$ cat src/rtl/twostage_pwm.sv
module twostage_pwm #(
  parameter int PERIOD = 1000,
  parameter int CTRL_W = 11
) (
  input  logic              clk,
  input  logic              rst_n,
  input  logic              en,
  input  logic [CTRL_W-1:0] ctrl,
  output logic              boost_a,
  output logic              boost_b,
  output logic              buck_a,
  output logic              buck_b,
  output logic              boost_mode
);
  localparam int HALF = PERIOD / 2;
  localparam int TOP  = 2 * PERIOD;
  localparam int CW   = $clog2(PERIOD);
  localparam int DW   = $clog2(PERIOD + 1);

  logic [CW-1:0]     cnt, cnt_lag;
  logic [DW-1:0]     duty;
  logic              act, mode_q, ph_a, ph_b;
  logic [CTRL_W-1:0] csat, dsel;
  logic              up_sel;

  assign csat   = (ctrl > CTRL_W'(TOP)) ? CTRL_W'(TOP) : ctrl;
  assign up_sel = csat > CTRL_W'(PERIOD);
  assign dsel   = up_sel ? csat - CTRL_W'(PERIOD) : csat;

  always_ff @(posedge clk or negedge rst_n) begin
    if (!rst_n) begin
      act    <= 1'b0;
      cnt    <= '0;
      duty   <= '0;
      mode_q <= 1'b0;
    end else if (!en) begin
      act <= 1'b0;
      cnt <= '0;
    end else begin
      act <= 1'b1;
      if (!act || cnt == CW'(PERIOD - 1)) begin
        cnt    <= '0;
        duty   <= DW'(dsel);
        mode_q <= up_sel;
      end else begin
        cnt <= cnt + 1'b1;
      end
    end
  end

  assign cnt_lag = (cnt >= CW'(HALF)) ? cnt - CW'(HALF) : cnt + CW'(HALF);
  assign ph_a    = DW'(cnt) < duty;
  assign ph_b    = DW'(cnt_lag) < duty;

  assign boost_a    = act & mode_q & ph_a;
  assign boost_b    = act & mode_q & ph_b;
  assign buck_a     = act & (mode_q | ph_a);
  assign buck_b     = act & (mode_q | ph_b);
  assign boost_mode = act & mode_q;

  AST_IDLE_OFF: assert property (@(posedge clk) disable iff (!rst_n)
    !en |=> !(boost_a | boost_b | buck_a | buck_b | boost_mode));

  AST_BOOST_BUCK_ON: assert property (@(posedge clk) disable iff (!rst_n)
    boost_mode |-> (buck_a && buck_b));

  AST_BUCK_BOOST_OFF: assert property (@(posedge clk) disable iff (!rst_n)
    !boost_mode |-> !(boost_a || boost_b));

  AST_LATCH_AT_START: assert property (@(posedge clk) disable iff (!rst_n)
    (act && $past(act) && cnt != '0) |-> ($stable(duty) && $stable(mode_q)));

  AST_PERIOD_WRAP: assert property (@(posedge clk) disable iff (!rst_n)
    (act && $past(act) && $past(cnt) == CW'(PERIOD - 1)) |-> cnt == '0);

  AST_CNT_RANGE: assert property (@(posedge clk) disable iff (!rst_n)
    cnt < CW'(PERIOD));

  AST_DUTY_RANGE: assert property (@(posedge clk) disable iff (!rst_n)
    duty <= DW'(PERIOD));
endmodule

$ cat config.mk
export PLATFORM = sky130hd
export DESIGN_NAME = twostage_pwm
export DESIGN_NICKNAME = d
export VERILOG_FILES = /design/src/rtl/twostage_pwm.sv
export SDC_FILE = /design/constraint.sdc
export NUM_CORES = 1
export LEC_CHECK = 0
export BUFFER_PORTS_ARGS = -buffer_cell sky130_fd_sc_hd__buf_4
export CELL_PAD_IN_SITES_DETAIL_PLACEMENT = 0
export CELL_PAD_IN_SITES_GLOBAL_PLACEMENT = 1
export CORE_AREA = 2 2 71 73
export CTS_BUF_LIST = sky130_fd_sc_hd__clkbuf_4
export DETAILED_ROUTE_END_ITERATION = 16
export DIE_AREA = 0 0 73 75
export PLACE_DENSITY = 0.81
export SKIP_CTS_REPAIR_TIMING = 1
export SYNTH_ARGS = -nofsm -noshare
export SYNTH_HDL_FRONTEND = slang
export SYNTH_SLANG_ARGS = --single-unit
$ cat constraint.sdc
create_clock -name clk -period 3.2 [get_ports clk]
set_clock_uncertainty 0.2 [all_clocks]
set_input_delay 0.64 -clock clk [delete_from_list [all_inputs] [get_ports clk]]
set_output_delay 0.64 -clock clk [all_outputs]
set_load 0.005 [all_outputs]
==> impl_metrics.tcl <==
set metrics [dict create \
    yosys_warnings 0 \
    grt_util_all_layers 0.170 \
    failing_checks "setup timing" \
    tritoncts.num_buffers 3 \
    worst_slack_ns -0.494 \
    required_worst_endpoint_ns 2.36 \
    power_leakage_nw 1.12 \
    boundaryPins 19 \
    maxCapViolations 0 \
    synthesized_net_count 265 \
    critical_path_source "cnt[2]$_DFF_PN0_" \
    synth.lib_cells_used.distinct 41 \
    die_area_sq_mm 0.00548 \
    route.met2.wl_um 1970 \
    detailroute.wirelength.met3_um 152 \
    cts_tree "done" \
    grt_start_max_net_pins 24 \
    grt_setup_unrepaired "yes" \
    worst_slew_margin_rel 0.605 \
    routed_wire_length_per_instance_um 13.3 \
    critical_path_peak_fanout 5 \
    topRoutingLayerUsed "met4" \
    grt_pass1_vias 1508 \
    grt_pass1_wl_um 7160 \
    core_region_area_sq_mm 0.00466 \
    cts.htree.levels 1 \
    synth_cell_area_sq_mm 0.00187 \
    antennaDiodeCount 0 \
    post-route-period-util 1.15 \
    cts_root_buffer "clkbuf_4" \
    routed-via-count 1713 \
    drt-total-wl_um 4320 \
    worstReg2RegStart "cnt[0]$_DFF_PN0_" \
    setup_viol_count_final 2 \
    ff2ff_setup_slack_ns 0.93 \
    hold-path-endpoint "act$_DFF_PN0_" \
    cts-root-to-sink-buffers 2 \
    maximum_ir_drop_on_the_vdd_rail_uv 274 \
    die_x_um 73 \
    holdCritPathClass "in2reg" \
    clock_sinks 22 \
    startpoint_type "register" \
    fmax_mhz 271 \
    path_clk_slew_ns 0.14 \
    synth_seq_area_share 0.295 \
    hpwl_um 3530 \
    synthCells 228 \
    tightest_slew_ns 0.578 \
    hold_start "en" \
    timing.final.hold_violations 0 \
    drt-met1-wl_um 2180 \
    dieHeight_um 75 \
    fp-row-count 25 \
    nNetsFinal 310 \
    crit_type "reg2out" \
    power-per-cell-area_mw_per_mm2 293 \
    result_of_the_run "finished, violations left" \
    dr.first_iter.drc_count 78 \
    remaining_global_route_overflow 0 \
    areaGrowthSynthToFinish_pct 26.8 \
    post_drt_via_cell_ratio 5.25 \
    finalHoldWorstSlack_ns 0.246 \
    remaining_drc_errors 0 \
    initial_antenna_violation_count 0 \
    data_arrival_critical_path_ns 2.85 \
    globalplace.congestion 0.879 \
    dr.pass1.iters 6 \
    report.final.slew_viol_count 0 \
    whs_path_depth 1 \
    layout_min_cycle_time_ns 3.69 \
    ant_nets 0 \
    io_buffer_count 18 \
    synth.avg_cell_area_sq_um 8.18 \
    crit-reg2reg-capture "duty[4]$_DFFE_PN0P_" \
    critPathCaptureType "output pin" \
    timing.setup.tns_ns -0.946 \
    worst-r2r-cell-count 7 \
    ys_ff_latch 22 \
    drive_gt1_frac 0.250 \
    initial_utilization 0.400 \
    clk_latency_ns 0.31 \
]
-- cells by family after synthesis --
| kind of cell | synth area share |
|---|---|
| buffers and inverters | 0.0671 |
| AND/OR/NAND/NOR | 0.205 |
| adder cells (fa/ha/maj) | 0.154 |
| flip-flops | 0.295 |
| multiplexers | 0.00537 |
| AO/OA/AOI/OAI | 0.193 |
| XOR/XNOR | 0.0798 |
-- power by group --
group / total, mW / internal, mW / switching [mW]
clock: 0.218 / 0.127 / 0.0913
combinational: 0.165 / 0.0756 / 0.0893
sequential: 0.311 / 0.299 / 0.0115
total: 0.693 / 0.501 / 0.192
-- state kept, by name (all words and copies together), names as in the netlist --
name,flops
mode_q,1
cnt,10
duty,10
act,1
-- layout by cell type (no fill, tap or decap), types with 3 or more instances in the layout --
master,n
a21o_1,5
nand3_1,3
xor2_1,5
dfrtp_1,21
nand2_2,4
ha_1,20
clkbuf_4,3
a211oi_1,4
o21a_1,3
buf_4,46
o21ai_0,15
nand4_1,4
nor2b_1,3
a31oi_2,3
inv_1,20
nor3_1,7
nor2_1,21
nand2_1,29
a21oi_1,7
xnor2_1,12
-- per-stage QoR --
step	instances	utilization	total power, mW	worst slack, ns	cell area [sq um]
global route	326	0.508	0.741	-0.706	2370
finish	326	0.508	0.693	-0.494	2370
global placement	318	0.484	0.470	-0.0624	2260
CTS	322	0.495	0.695	-0.502	2310
floorplan	228	-	0.413	0.00221	1910
detailed placement	318	0.484	0.473	-0.115	2260
-- routing by layer --
layer,global-route usage,up-vias
li1,-,882
met2,0.266,26
met4,0.0247,0
met3,0.0295,2
met5,0,-
met1,0.250,803
-- critical path, stage by stage (launching register included) --
cell      delay [ns]
dfrtp_2         0.48
inv_2           0.09
ha_4            0.14
nand2_2         0.06
a21o_1          0.20
mux2i_1         0.18
xor2_1          0.19
ha_1            0.27
a21o_1          0.18
a21o_1          0.16
a221oi_2        0.25
o21ai_1         0.13
nor2_1          0.11
buf_4           0.11
-- layout make-up --
cell class | instances | area [sq um]
clock buffer | 3 | 22.5
timing repair buffer | 47 | 355
inverter | 22 | 82.6
tap | 54 | 67.6
clock inverter | 1 | 30.0
multi-input combinational | 177 | 1260
sequential | 22 | 552
fill | 444 | 2290
-- synthesized netlist by cell type (all sizes together) --
master / instances / share of area
inv: 22 / 0.044
dfrtp: 22 / 0.30
nand3: 4 / 0.013
xnor2: 12 / 0.056
and3: 1 / 0.0034
a221o: 1 / 0.0054
and2: 1 / 0.0034
nand2: 33 / 0.068
o21a: 3 / 0.012
o2111ai: 2 / 0.0094
a21oi: 7 / 0.019
buf: 6 / 0.021
o211ai: 1 / 0.0040
a221oi: 2 / 0.0094
clkbuf: 1 / 0.0020
o21ai: 17 / 0.046
nor2: 22 / 0.044
xor2: 5 / 0.023
a21o: 5 / 0.020
nor3b: 2 / 0.0080
a41oi: 1 / 0.0047
nor3: 7 / 0.019
nor4: 1 / 0.0034
a211oi: 5 / 0.020
or3: 1 / 0.0034
a31oi: 5 / 0.020
nand4: 4 / 0.013
ha: 23 / 0.15
a2111oi: 1 / 0.0047
nor2b: 3 / 0.010
and4: 2 / 0.0094
nand2b: 2 / 0.0067
o31a: 1 / 0.0047
a311o: 1 / 0.0054
o41ai: 1 / 0.0087
mux2i: 1 / 0.0054
-- worst max path at each step --
stage / end / slack (ns) / depth (start not counted)
after floorplan: boost_b / 0.002 / 13
after global placement: boost_b / -0.06 / 14
after detailed placement: boost_b / -0.12 / 14
after CTS: boost_b / -0.50 / 14
after global routing: boost_b / -0.71 / 14
final: boost_b / -0.49 / 13
Power figures use the tool's default switching activity.
